File: src/rtl/iotrap_pkg.sv
package iotrap_pkg;
    localparam int DEF_NMON = 4;
    localparam int DEF_AW   = 16;
    localparam int DEF_MW   = 4;

    function automatic logic window_hit(
        input logic [DEF_AW-1:0] base,
        input logic [DEF_AW-1:0] addr,
        input logic [DEF_MW-1:0] dont_care
    );
        logic [DEF_AW-1:0] care;
        care = {{(DEF_AW-DEF_MW){1'b1}}, ~dont_care};
        return ((base ^ addr) & care) == '0;
    endfunction
endpackage

File: src/rtl/iotrap_regs.sv
module iotrap_regs #(
    parameter int NMON = 4,
    parameter int AW   = 16,
    parameter int MW   = 4,
    parameter int IW   = 3
) (
    input  logic                     clk,
    input  logic                     rst,
    input  logic                     wr,
    input  logic [IW-1:0]            idx,
    input  logic [AW-1:0]            wdata,
    input  logic [AW/8-1:0]          be,
    input  logic [NMON-1:0]          set_vec,
    output logic [AW-1:0]            rdata,
    output logic [NMON-1:0][AW-1:0]  bases,
    output logic [NMON*MW-1:0]       mask,
    output logic [NMON-1:0]          status
);
    localparam int NB      = AW / 8;
    localparam int MKW     = NMON * MW;
    localparam int MASKIDX = NMON;
    localparam int STATIDX = NMON + 1;

    logic [AW-1:0]   lane;
    logic [NMON-1:0] clr_vec;

    always_comb begin
        for (int b = 0; b < NB; b++) lane[b*8 +: 8] = {8{be[b]}};
    end

    assign clr_vec = (wr && idx == IW'(STATIDX)) ? (wdata[NMON-1:0] & lane[NMON-1:0]) : '0;

    for (genvar i = 0; i < NMON; i++) begin : g_base
        always_ff @(posedge clk) begin
            if (rst)                         bases[i] <= '0;
            else if (wr && idx == IW'(i))    bases[i] <= (bases[i] & ~lane) | (wdata & lane);
        end
    end

    always_ff @(posedge clk) begin
        if (rst) begin
            mask   <= '0;
            status <= '0;
        end else begin
            if (wr && idx == IW'(MASKIDX))
                mask <= (mask & ~lane[MKW-1:0]) | (wdata[MKW-1:0] & lane[MKW-1:0]);
            status <= (status & ~clr_vec) | set_vec;
        end
    end

    always_comb begin
        rdata = '0;
        for (int i = 0; i < NMON; i++)
            if (idx == IW'(i)) rdata = bases[i];
        if (idx == IW'(MASKIDX)) rdata = AW'(mask);
        if (idx == IW'(STATIDX)) rdata = AW'(status);
    end
endmodule

File: src/rtl/iotrap_match.sv
module iotrap_match #(
    parameter int NMON = 4,
    parameter int AW   = 16,
    parameter int MW   = 4
) (
    input  logic [NMON-1:0][AW-1:0] bases,
    input  logic [NMON*MW-1:0]      mask,
    input  logic [AW-1:0]           addr,
    output logic [NMON-1:0]         hit
);
    import iotrap_pkg::*;
    for (genvar i = 0; i < NMON; i++) begin : g_cmp
        assign hit[i] = window_hit(bases[i], addr, mask[i*MW +: MW]);
    end
endmodule

File: src/rtl/iotrap_decide.sv
module iotrap_decide #(
    parameter int NMON = 4
) (
    input  logic            cyc_valid,
    input  logic            cyc_decoded,
    input  logic            cyc_lpc,
    input  logic [NMON-1:0] hit,
    input  logic [NMON-1:0] trap_en,
    input  logic            fwd_en,
    input  logic [NMON-1:0] status,
    output logic [NMON-1:0] set_vec,
    output logic            smi,
    output logic            lpc_fwd
);
    logic claimed;
    assign claimed = cyc_valid && cyc_decoded;
    assign set_vec = claimed ? (hit & trap_en) : '0;
    assign smi     = |(status & trap_en);
    assign lpc_fwd = cyc_valid && cyc_lpc && (!(|set_vec) || fwd_en);
endmodule

File: src/rtl/iotrap_top.sv
module iotrap_top #(
    parameter int NMON = 4,
    parameter int AW   = 16,
    parameter int MW   = 4
) (
    input  logic                         clk,
    input  logic                         rst,
    input  logic                         reg_wr,
    input  logic [$clog2(NMON+2)-1:0]    reg_idx,
    input  logic [AW-1:0]                reg_wdata,
    input  logic [AW/8-1:0]              reg_be,
    output logic [AW-1:0]                reg_rdata,
    input  logic                         cyc_valid,
    input  logic [AW-1:0]                cyc_addr,
    input  logic                         cyc_decoded,
    input  logic                         cyc_lpc,
    input  logic [NMON-1:0]              trap_en,
    input  logic                         fwd_en,
    output logic                         smi,
    output logic                         lpc_fwd
);
    localparam int IW = $clog2(NMON + 2);

    logic [NMON-1:0][AW-1:0] bases;
    logic [NMON*MW-1:0]      mask_q;
    logic [NMON-1:0]         status_q;
    logic [NMON-1:0]         hit_vec;
    logic [NMON-1:0]         set_vec;

    iotrap_regs #(.NMON(NMON), .AW(AW), .MW(MW), .IW(IW)) u_regs (
        .clk(clk), .rst(rst), .wr(reg_wr), .idx(reg_idx), .wdata(reg_wdata),
        .be(reg_be), .set_vec(set_vec), .rdata(reg_rdata), .bases(bases),
        .mask(mask_q), .status(status_q)
    );

    iotrap_match #(.NMON(NMON), .AW(AW), .MW(MW)) u_match (
        .bases(bases), .mask(mask_q), .addr(cyc_addr), .hit(hit_vec)
    );

    iotrap_decide #(.NMON(NMON)) u_decide (
        .cyc_valid(cyc_valid), .cyc_decoded(cyc_decoded), .cyc_lpc(cyc_lpc),
        .hit(hit_vec), .trap_en(trap_en), .fwd_en(fwd_en), .status(status_q),
        .set_vec(set_vec), .smi(smi), .lpc_fwd(lpc_fwd)
    );
endmodule

File: config.mk
export PLATFORM = sky130hd
export DESIGN_NAME = iotrap_top
export DESIGN_NICKNAME = d
export VERILOG_FILES = /design/src/rtl/iotrap_pkg.sv /design/src/rtl/iotrap_regs.sv /design/src/rtl/iotrap_match.sv /design/src/rtl/iotrap_decide.sv /design/src/rtl/iotrap_top.sv
export SDC_FILE = /design/constraint.sdc
export NUM_CORES = 1
export LEC_CHECK = 0
export ABC_AREA = 1
export BUFFER_PORTS_ARGS = -buffer_cell sky130_fd_sc_hd__buf_2
export CAP_MARGIN = 0
export CELL_PAD_IN_SITES_DETAIL_PLACEMENT = 0
export CELL_PAD_IN_SITES_GLOBAL_PLACEMENT = 1
export CORE_MARGIN = 2
export CORE_UTILIZATION = 44
export CTS_BUF_LIST = sky130_fd_sc_hd__clkbuf_16
export DETAILED_ROUTE_END_ITERATION = 10
export PLACE_DENSITY = 0.94
export SLEW_MARGIN = 20
export SYNTH_ARGS = -nofsm -noshare
export SYNTH_HDL_FRONTEND = slang
export SYNTH_SLANG_ARGS = --single-unit
File: constraint.sdc
create_clock -name clk -period 3.3 [get_ports clk]
set_input_delay 0.165 -clock clk [delete_from_list [all_inputs] [get_ports clk]]
set_output_delay 0.165 -clock clk [all_outputs]
set_load 0.02 [all_outputs]
======== Word level (Yosys, flattened, before mapping) ========
Cells that the tools add are included.
operators by class
  $add $sub $neg .......................... 0
  multiply operators ...................... 0
  divide/modulo/power cells ............... 0
  magnitude comparators ................... 0
  equal/unequal tests ..................... 5
  shift-type cells ........................ 0
  multiplexer cells ....................... 8
  bitwise operators ....................... 30
  reduce and logical (&&, ||, !) cells .... 18
operator list
  kind                number
  $and 16x16->16      10
  $mux 16             6
  $or 16x16->16       5
  $logic_not 16->1    4
  $xor 16x16->16      4
  $not 4->4           5
  $and 4x4->4         4
  $not 16->16         1
  $logic_and 1x1->1   9
  $mux 4              2
  $reduce_or 4->1     2
  $eq 3x2->1 const B  2
  $eq 3x3->1 const B  2
  $or 4x4->4          1
  $eq 3x1->1 const B  1
  $logic_not 3->1     1
  $logic_not 1->1     1
  $logic_or 1x1->1    1
word-level totals
  bits in registers ....................... 84
  latch bits .............................. 0
  RAM bits ................................ 0
  memory bits (read-only) ................. 0
  bits of input ports ..................... 48
  memories ................................ 0

======== Logic depth before layout (Yosys ltp) ========
Gate-level depths: netlist of run 1.
  word-level depth ........................ 9
  depth in mapped cells ................... 12
  gate-level depth less buffers ........... 11

======== Cells and area by module ========
From an unflattened synthesis of run 1, not the netlist that was laid out.
second synthesis, totals
  cell total of the unflattened synthesis .. 896
  area, all modules ....................... 5253.8 um^2
modules (own cells, without submodules)
  module         instances  cells each  area an instance (um^2)  seq. area each (um^2)
  iotrap_regs    1          620         4003.8                   1681.6
  iotrap_match   1          256         1168.6                   0.0
  iotrap_decide  1          20          81.3                     0.0

======== Worst setup path before layout of run 1 ========
Ideal clock, no wire load.
  kind .................................... in2out
  from .................................... input port reg_idx[2]
  to ...................................... output port reg_rdata[11]
  arrival ................................. 1.200 ns
  required time ........................... 3.135 ns
  slack ................................... 1.935 ns
  stages .................................. 6
  cell sequence ........................... inv_1 nand3_2 inv_2 buf_2 a21oi_1 a31oi_1
between the ends
  longest elaborated chain between the ends .. 7
RTL lines
  element               line               source
  start, declared       iotrap_top.sv:9    input logic [$clog2(NMON+2)-1:0] reg_idx,
  $logic_not 3->1       iotrap_regs.sv:54  if (idx == IW'(i)) rdata = bases[i];
  $mux 16 (4 in a row)  iotrap_regs.sv:54
  $mux 16               iotrap_regs.sv:55  if (idx == IW'(MASKIDX)) rdata = AW'(mask);
  $mux 16 *             iotrap_regs.sv:56  if (idx == IW'(STATIDX)) rdata = AW'(status);
  end, declared         iotrap_top.sv:12   output logic [AW-1:0] reg_rdata,
Every way passes the cells marked *; elsewhere a longest branch is shown, timed or not.

==> results of run 1 <==
==> metal layers <==
layer,up-vias,wire length [um],GRT usage [%]
met1,2294,6680,34.5
met2,157,7160,44.9
met3,21,993,5.05
met5,-,0,0
met4,0,353,10.5
li1,2426,-,-
==> final timing paths <==
check,from,end,slack (ns),cells past startpoint
setup / recovery,flop,lpc_fwd,1.26,12
hold / removal,reg_wdata[6],flop,0.12,3
setup reg to reg,flop,u_regs.status[0]$_SDFF_PP0_,1.97,8
hold reg to reg,flop,flop,0.49,2
==> per-stage QoR <==
step	area (um^2)	hold WS [ns]	setup slack [ns]	power [uW]	instances
2_1_floorplan	4680	0.308	1.93	1230	708
3_3_place_gp	5040	0.469	1.24	1350	881
3_5_place_dp	5040	0.481	1.13	1350	881
4_1_cts	5360	0.117	1.25	2430	897
5_1_grt	5360	0.130	1.11	2500	897
6_report	5360	0.123	1.26	2420	897
==> where the power goes <==
part           switching, uW  total, uW  internal (uW)
sequential              11.3       1050           1030
clock                    429       1090            659
combinational            201        288           86.8
==> cell type report <==
type | instances | area [um^2] | share of cell area [%]
Clock buffer | 9 | 225 | 4.20
Inverter | 96 | 360 | 6.72
Timing Repair Buffer | 66 | 333 | 6.21
Sequential cell | 84 | 1680 | 31.4
Clock inverter | 7 | 91.3 | 1.70
Multi-Input combinational cell | 499 | 2500 | 46.6
Tap cell | 136 | 170 | 3.17
==> cells by family after synthesis <==
logic type / count (synthesis)
buf+inv: 125
compound gates: 146
xor+xnor: 13
simple gates: 340
flops: 84
==> cells in the final DEF, fill, tap and decap left out, types with 9 or more instances in the layout <==
master,count
sky130_fd_sc_hd__buf_2,65
sky130_fd_sc_hd__nand3_1,25
sky130_fd_sc_hd__clkbuf_16,9
sky130_fd_sc_hd__xnor2_1,12
sky130_fd_sc_hd__nand3_2,10
sky130_fd_sc_hd__a21oi_1,29
sky130_fd_sc_hd__inv_1,91
sky130_fd_sc_hd__nor2_1,117
sky130_fd_sc_hd__nand2_1,177
sky130_fd_sc_hd__dfxtp_1,84
sky130_fd_sc_hd__o22ai_1,16
sky130_fd_sc_hd__a211oi_1,74
sky130_fd_sc_hd__o21ai_0,10
==> worst max-delay path, delay by kind of cell, from the launching register on <==
kind,cells,cell delay (ns)
buffers and inverters,2,0.22
DFF,1,0.33
and+or+nand+nor,10,0.96
==> impl_metrics.json, run 1 <==
{
  "synth_cell_types": 27,
  "post_drt_via_cell_ratio": 5.46,
  "grt_antenna_before_repair": 0,
  "cts_buffers": 9,
  "asyncSetResetFlopFracSynth_pct": 0,
  "worst_ep_required_time_ns": 3.13,
  "drc": 0,
  "fin_skew_ns": 0.00415,
  "drive_gt1_share_pct": 13.1,
  "synth_area_per_cell_um2": 6.61,
  "synthFlopType": "sky130_fd_sc_hd__dfxtp_1",
  "die_w_um": 107,
  "maxClockFrequency_mhz": 491,
  "cp_max_stage_delay_ns": 0.33,
  "drt-pass1-iter-count": 5,
  "clk_pin_slew_ns": 0.06,
  "power.ir.vdd_worst_mv": 0.326,
  "boundaryPins": 66,
  "first_global_vias": 4499,
  "clock_insertion_delay_worst_skew_ns": 0.35,
  "synthDominantCellAreaShare_pct": 35.9,
  "routed_wire_length_per_instance_um": 16.9,
  "synth_xor_xnor_area_share_pct": 2.43,
  "synth_top_family_by_area": "simple AND/OR/NAND/NOR gates",
  "timing.setup.critical_path_class": "flop to output pin",
  "num_rows": 37,
  "grt_first_pass_wirelength_um": 23600,
  "cts_htree_levels": 3,
  "critPathMaxFanout": 3,
  "report.final.hold_viol_count": 0,
  "cts_root_buf": "sky130_fd_sc_hd__clkbuf_16",
  "worstPathCellList": "inv_1 -> nand2_1 -> nand2_1 -> nor2_1 -> nand2_1 -> nor2_1 -> nand3_1 -> nand2_1 -> nor2_1 -> nor2_1 -> nor2_1 -> buf_2",
  "syn-instance-count": 708,
  "yosys_warnings": 0,
  "portBuffers": 65,
  "floorplan.die.height_um": 107,
  "grt_overflow": 0,
  "cp_slowest_cell": "sky130_fd_sc_hd__dfxtp_1",
  "cts.repair_timing.setup_buffer_count": 0,
  "synth_enable_flop_cells": 0,
  "compound_gate_portion_of_the_synthesized_area_pct": 21.1,
  "cts_hold_repair.buffers": 0,
  "critical_path.most_common_cell": "sky130_fd_sc_hd__nor2_1",
  "numClockSinks": 84,
  "ys_ff_latch": 84,
  "finalSetupViolCount": 0,
  "yosysSeqAreaShare_pct": 35.9,
  "ant_nets": 0,
  "timing.hold.worst.class": "primary input to flop",
  "n_fill_cell": 1028,
  "gp_routability_congestion": 0.893,
  "setup_total_negative_slack_ns": 0,
  "initial_utilization_pct": 45.4,
  "dr.first_iter.drc_count": 369,
  "fp.dieArea_um2": 11500,
  "synthTopCellsByArea": "sky130_fd_sc_hd__dfxtp_1 (36%), sky130_fd_sc_hd__nand2_1 (14%), sky130_fd_sc_hd__a211oi_1 (12%)",
  "synth_simple_gate_area_share_pct": 29.8,
  "leakage_power_of_the_design_uw": 0.00221,
  "maxSlewHeadroom_pct": 47.2,
  "pwr_density_cell_nw_per_um2": 452,
  "synth_nets": 756,
  "grtUsageTotal_pct": 27.0,
  "syn_area_um2": 4680,
  "post_cts_resized": 0,
  "tightestPinTransition_ns": 0.792,
  "final.period_utilization_pct": 61.7,
  "timing.max_cap.violations": 0,
  "core_area_um2": 10300,
  "worstPathArrival_ns": 1.87,
  "synth_fa_ha_area_share_pct": 0,
  "cts_tree": "done",
  "min_period_ns": 2.04,
  "antenna_cells": 0,
  "grt_start_max_net_pins": 47,
  "final_slew_viol_count": 0,
  "via_count": 4898,
  "status": "completed",
  "post_synth_mux_area_share_pct": 0,
  "critical_path.startpoint_type": "flop",
  "total_half_perimeter_wirelength_after_legalization_and_detailed_placement_um": 10800,
  "synth.largest_area_cell": "sky130_fd_sc_hd__dfxtp_1",
  "cp-end-kind": "output pin",
  "area_growth_pct": 14.5,
  "yosysMostFrequentCell": "sky130_fd_sc_hd__nand2_1",
  "routed_wl_um": 15200,
  "design.final.nets": 804,
  "clock_tree.buffer_depth": 2,
  "setup_repair_after_global_routing_missed_its_margin": "false",
  "final_util_pct": 51.9,
  "synth_common_cells": "sky130_fd_sc_hd__nand2_1 (177), sky130_fd_sc_hd__nor2_1 (117), sky130_fd_sc_hd__inv_1 (91)"
}
No activity file was read; power rests on OpenSTA's default activity.
==> inputs of run 2 (changes only) <==
CORE_UTILIZATION = 37   (was 44)
PLACE_DENSITY = 0.85   (was 0.94)
clock period = 1.8 ns   (was 3.3 ns; I/O delays follow)
==> run 2 against run 1 <==
Effect of this change:
- the run now ends with setup timing left
- sequential power is 83% higher
- utilization decreased by 7.1 points
- count of clock-buffer cells in the layout unchanged
==> impl_metrics.json, run 2 (synthesized netlist as in run 1, its figures left out) <==
{
  "layout.cells.most_common_list": "sky130_fd_sc_hd__nand2_1 (166), sky130_fd_sc_hd__nor2_1 (102), sky130_fd_sc_hd__inv_1 (85)",
  "maxSlewHeadroom_pct": 65.6,
  "final_common_cell": "sky130_fd_sc_hd__nand2_1",
  "portBuffers": 65,
  "final_slew_viol_count": 0,
  "dr.first_iter.drc_count": 411,
  "cts_hold_repair.buffers": 0,
  "area_growth_pct": 19.4,
  "antenna_cells": 0,
  "timing.max_cap.violations": 0,
  "leakage_power_of_the_design_uw": 0.00228,
  "post-layout-total-power_uw": 4140,
  "grt_util_met3_pct": 4.57,
  "clk_pin_slew_ns": 0.06,
  "critPathMaxFanout": 3,
  "routed_wire_length_per_instance_um": 17.1,
  "switchingPower_uw": 1170,
  "placed_area_um2": 5160,
  "dp.cells": 925,
  "cp-end-kind": "output pin",
  "groute.layer.met2.usage_pct": 39.0,
  "timing.setup.critical_path_class": "flop to output pin",
  "violated_checks": "setup timing",
  "setup_repair_after_global_routing_missed_its_margin": "true",
  "drive_gt1_share_pct": 21.5,
  "design.final.nets": 820,
  "multi_input_comb_area_um2": 2600,
  "first_global_vias": 4553,
  "comb_power_share_pct": 13.8,
  "worstPathArrival_ns": 1.73,
  "regArea_um2": 1700,
  "fp.dieArea_um2": 13600,
  "status": "complete, but fails checks",
  "ant_nets": 0,
  "boundaryPins": 66,
  "numClockSinks": 84,
  "grt_antenna_before_repair": 0,
  "critical_path.startpoint_type": "flop",
  "pwr_density_cell_nw_per_um2": 741,
  "setup_total_negative_slack_ns": -0.0157,
  "cts_root_buf": "sky130_fd_sc_hd__clkbuf_16",
  "cellInternalPower_uw": 2980,
  "grt_first_pass_wirelength_um": 24800,
  "final.period_utilization_pct": 101,
  "grt_start_max_net_pins": 85,
  "finish.instance_area_um2": 5590,
  "seqPwrFrac_pct": 46.4,
  "grt_overflow": 0,
  "grt_most_used_layer": "met2",
  "clock_insertion_delay_worst_skew_ns": 0.34,
  "maxClockFrequency_mhz": 551,
  "tightestPinTransition_ns": 0.512,
  "global_route.usage.met1_pct": 32.4,
  "cts_buffers": 9,
  "core_area_um2": 12500,
  "finalSetupViolCount": 1,
  "floorplan.die.height_um": 116,
  "postLayoutSetupSlackWorst_ns": -0.0157,
  "total_half_perimeter_wirelength_after_legalization_and_detailed_placement_um": 11500,
  "post_drt_via_cell_ratio": 5.24,
  "routed_wl_um": 16200,
  "power.ir.vdd_worst_mv": 0.488,
  "cts_tree": "done",
  "timing.hold.ws_ns": 0.0515,
  "cts_htree_levels": 3,
  "gp_routability_congestion": 0.888,
  "drt-pass1-iter-count": 5,
  "timing.hold.worst.class": "primary input to flop",
  "clockPowerShare_pct": 39.8,
  "n_fill_cell": 1309,
  "num_rows": 41,
  "worst_ep_required_time_ns": 1.71,
  "die_w_um": 116,
  "fin_skew_ns": 0.00884,
  "grtUsageTotal_pct": 24.3,
  "drc": 0,
  "report.final.hold_viol_count": 0,
  "stdcell_count": 947,
  "sw_frac_of_total_pct": 28.1,
  "via_count": 4966,
  "initial_utilization_pct": 37.6,
  "clock_tree.buffer_depth": 2,
  "min_period_ns": 1.82
}
-- run 2: per-stage QoR --
step	utilization (%)	worst slack [ns]
floorplan	-	0.577
global placement	41.4	0.238
detailed placement	41.4	0.218
CTS	44.3	-0.0181
global route	44.9	-0.0737
finish	44.9	-0.0157
-- run 2: worst max-delay path, stage by stage, from the launching register on --
cell	delay, ns
sky130_fd_sc_hd__dfxtp_2	0.33
sky130_fd_sc_hd__or2_2	0.30
sky130_fd_sc_hd__nand3_2	0.06
sky130_fd_sc_hd__nand2_1	0.06
sky130_fd_sc_hd__nor2_2	0.14
sky130_fd_sc_hd__nand3_1	0.11
sky130_fd_sc_hd__nand2_1	0.08
sky130_fd_sc_hd__nor2_1	0.05
sky130_fd_sc_hd__nor2_1	0.08
sky130_fd_sc_hd__nor2_1	0.04
sky130_fd_sc_hd__buf_4	0.15
-- run 2: metal layers --
metal | wire length, um | up-vias
met3 | 1110 | 37
li1 | - | 2461
met4 | 420 | 0
met1 | 7190 | 2275
met2 | 7500 | 193
met5 | 0 | -
-- run 2: area by class of cell --
cell class | count | area share, %
multi-input combinational | 499 | 46.5
sequential | 84 | 30.4
timing repair buffer | 82 | 8.37
inverter | 96 | 6.44
clock buffer | 9 | 4.03
tap | 172 | 3.85
clock inverter | 5 | 0.380
-- run 2: worst paths after layout --
kind | startpoint | cells after the start | slack [ns] | end
setup / recovery | flop | 10 | -0.02 | lpc_fwd
setup reg to reg | flop | 13 | 0.10 | u_regs.status[1]$_SDFF_PP0_
hold / removal | reg_wdata[4] | 3 | 0.05 | flop
hold reg to reg | flop | 2 | 0.48 | flop
-- run 2: power groups by stage --
stage	clock network [uW]	registers, uW	logic [uW]
after floorplan	0	1950	308
after global routing	1740	1920	622
after global placement	0	1960	533
after detailed placement	0	1960	540
final	1650	1920	573
after CTS	1670	1920	553
-- run 2: what timing repair did --
| action | CTS | global route |
|---|---|---|
| endpoints found under the setup margin | 1 | 2 |
| buffers inserted | 8 | 0 |
| resized for setup | 25 | 31 |
| pin swaps | 14 | 28 |
==> inputs of run 3 (changes only) <==
CORE_ASPECT_RATIO = 0.75   (was unset)
CORE_MARGIN = 3   (was 2)
==> run 3 against run 2 <==
Effect of this change:
- the flow still finishes with violations (setup timing)
- critical endpoint unchanged
- setup slack lost 0.035 ns
- non-clock buffer count grew 8
- utilization grew 2.9 points
- largest power group unchanged
- critical path depth grew 2
- clock skew shrank 0.0034 ns
- die area grew 3.6%
- total power grew 3.5%
==> impl_metrics.json, run 3 (synthesized netlist as in run 1, its figures left out) <==
{
  "status": "complete, but fails checks",
  "violated_checks": "setup timing",
  "critPathMaxFanout": 3,
  "worst_ep_required_time_ns": 1.71,
  "cp-end-kind": "output pin",
  "routed_wire_length_per_instance_um": 17.2,
  "r2r.worst_path.cells": 11,
  "total_half_perimeter_wirelength_after_legalization_and_detailed_placement_um": 11700,
  "groute.layer.met2.usage_pct": 35.0,
  "grt_start_max_net_pins": 64,
  "setup_repair_after_global_routing_missed_its_margin": "true",
  "floorplan.die.height_um": 103,
  "dr.first_iter.drc_count": 437,
  "global_route.usage.met1_pct": 34.3,
  "first_global_vias": 4643,
  "fin_skew_ns": 0.00543,
  "initial_utilization_pct": 39.2,
  "numClockSinks": 84,
  "leakage_power_of_the_design_uw": 0.00233,
  "design.final.nets": 828,
  "final_util_pct": 47.7,
  "hold_path_depth": 3,
  "grt_first_pass_wirelength_um": 24900,
  "setup_total_negative_slack_ns": -0.0506,
  "final_slew_viol_count": 0,
  "cts_hold_repair.buffers": 0,
  "final_common_cell": "sky130_fd_sc_hd__nand2_1",
  "routed_wl_um": 16300,
  "grt_antenna_before_repair": 0,
  "clock_tree.buffer_depth": 2,
  "reg2reg_setup_slack_ns": 0.04,
  "drt-pass1-iter-count": 5,
  "grt_overflow": 0,
  "postLayoutSetupSlackWorst_ns": -0.0506,
  "timing.max_cap.violations": 0,
  "hold_path_startpoint": "reg_wdata[4]",
  "min_period_ns": 1.85,
  "portBuffers": 65,
  "final.period_utilization_pct": 103,
  "critical_path.startpoint_type": "flop",
  "grtUsageTotal_pct": 23.2,
  "die_w_um": 136,
  "clk_pin_slew_ns": 0.06,
  "worstPathArrival_ns": 1.76,
  "finalSetupViolCount": 1,
  "layout.cells.most_common_list": "sky130_fd_sc_hd__nand2_1 (167), sky130_fd_sc_hd__nor2_1 (100), sky130_fd_sc_hd__inv_1 (82)",
  "timing.hold.worst.class": "primary input to flop",
  "cts_tree": "done",
  "post-layout-total-power_uw": 4290,
  "clock_insertion_delay_worst_skew_ns": 0.34,
  "boundaryPins": 66,
  "drive_gt1_share_pct": 23.8,
  "area_growth_pct": 21.8,
  "report.final.hold_viol_count": 0,
  "tightestPinTransition_ns": 0.499,
  "cts_root_buf": "sky130_fd_sc_hd__clkbuf_16",
  "ant_nets": 0,
  "cts_buffers": 9,
  "power.ir.vdd_worst_mv": 0.435,
  "maxClockFrequency_mhz": 540,
  "grt_most_used_layer": "met2",
  "gp_routability_congestion": 0.929,
  "antenna_cells": 0,
  "drc": 0,
  "maxSlewHeadroom_pct": 66.5,
  "via_count": 5102,
  "core_area_um2": 12000,
  "num_rows": 34,
  "cts_htree_levels": 3,
  "grt_util_met3_pct": 4.26,
  "timing.setup.critical_path_class": "flop to output pin",
  "dpl_worst_slack_ns": 0.219,
  "post_drt_via_cell_ratio": 5.40,
  "r2r_end": "u_regs.status[0]$_SDFF_PP0_",
  "pwr_density_cell_nw_per_um2": 752,
  "n_fill_cell": 1215,
  "fp.dieArea_um2": 14100
}
[run 3: worst max-delay path by stage]
stage | cells after the start | end | slack [ns]
finish | 12 | lpc_fwd | -0.05
detailed placement | 6 | flop | 0.22
floorplan | 10 | lpc_fwd | 0.58
CTS | 12 | lpc_fwd | 0.002
global route | 12 | lpc_fwd | -0.17
global placement | 7 | reg_rdata[1] | 0.24
[run 3: through the flow]
stage	hold slack, ns	std cells	cell area [um^2]
5_1_grt	0.0767	945	5700
4_1_cts	0.0495	941	5560
3_3_place_gp	0.399	915	5150
6_report	0.0531	945	5700
2_1_floorplan	0.233	708	4680
3_5_place_dp	0.407	915	5150
[run 3: per-layer routing]
layer	vias to the layer above	wire length (um)
li1	2480	-
met1	2387	7960
met2	218	6830
met3	17	1290
met4	0	188
met5	-	0
[run 3: cell type report]
type / count / area, um^2 / share of cell area, %
multi-input combinational: 499 / 2640 / 46.2
clock buffer: 9 / 225 / 3.95
timing repair buffer: 90 / 528 / 9.26
inverter: 96 / 360 / 6.32
tap: 162 / 203 / 3.55
clock inverter: 5 / 46.3 / 0.812
sequential: 84 / 1700 / 29.9
[run 3: power by group]
group / switching, uW / internal [uW] / leakage (uW)
Combinational: 396 / 182 / 0.00151
Clock: 749 / 1040 / 0.000137
Sequential: 21.9 / 1900 / 0.000688
[run 3: timing repair]
item	CTS	global route
gates resized for setup	18	52
buffers inserted	12	4
pin swaps	7	35
endpoints found under the hold margin	0	0
endpoints found under the setup margin	1	4
[run 3: worst max-delay path: stages (launching register included)]
cell and delay (ns):
sky130_fd_sc_hd__dfxtp_2 0.33, sky130_fd_sc_hd__inv_2 0.05, sky130_fd_sc_hd__nand2_1 0.05, sky130_fd_sc_hd__nand2_1 0.06, sky130_fd_sc_hd__nor2_2 0.18, sky130_fd_sc_hd__nand2_1 0.07
sky130_fd_sc_hd__nor2_1 0.12, sky130_fd_sc_hd__nand3_2 0.11, sky130_fd_sc_hd__nand2_2 0.10, sky130_fd_sc_hd__nor2_2 0.04, sky130_fd_sc_hd__nor2_1 0.09, sky130_fd_sc_hd__nor2_1 0.05
sky130_fd_sc_hd__buf_4 0.15
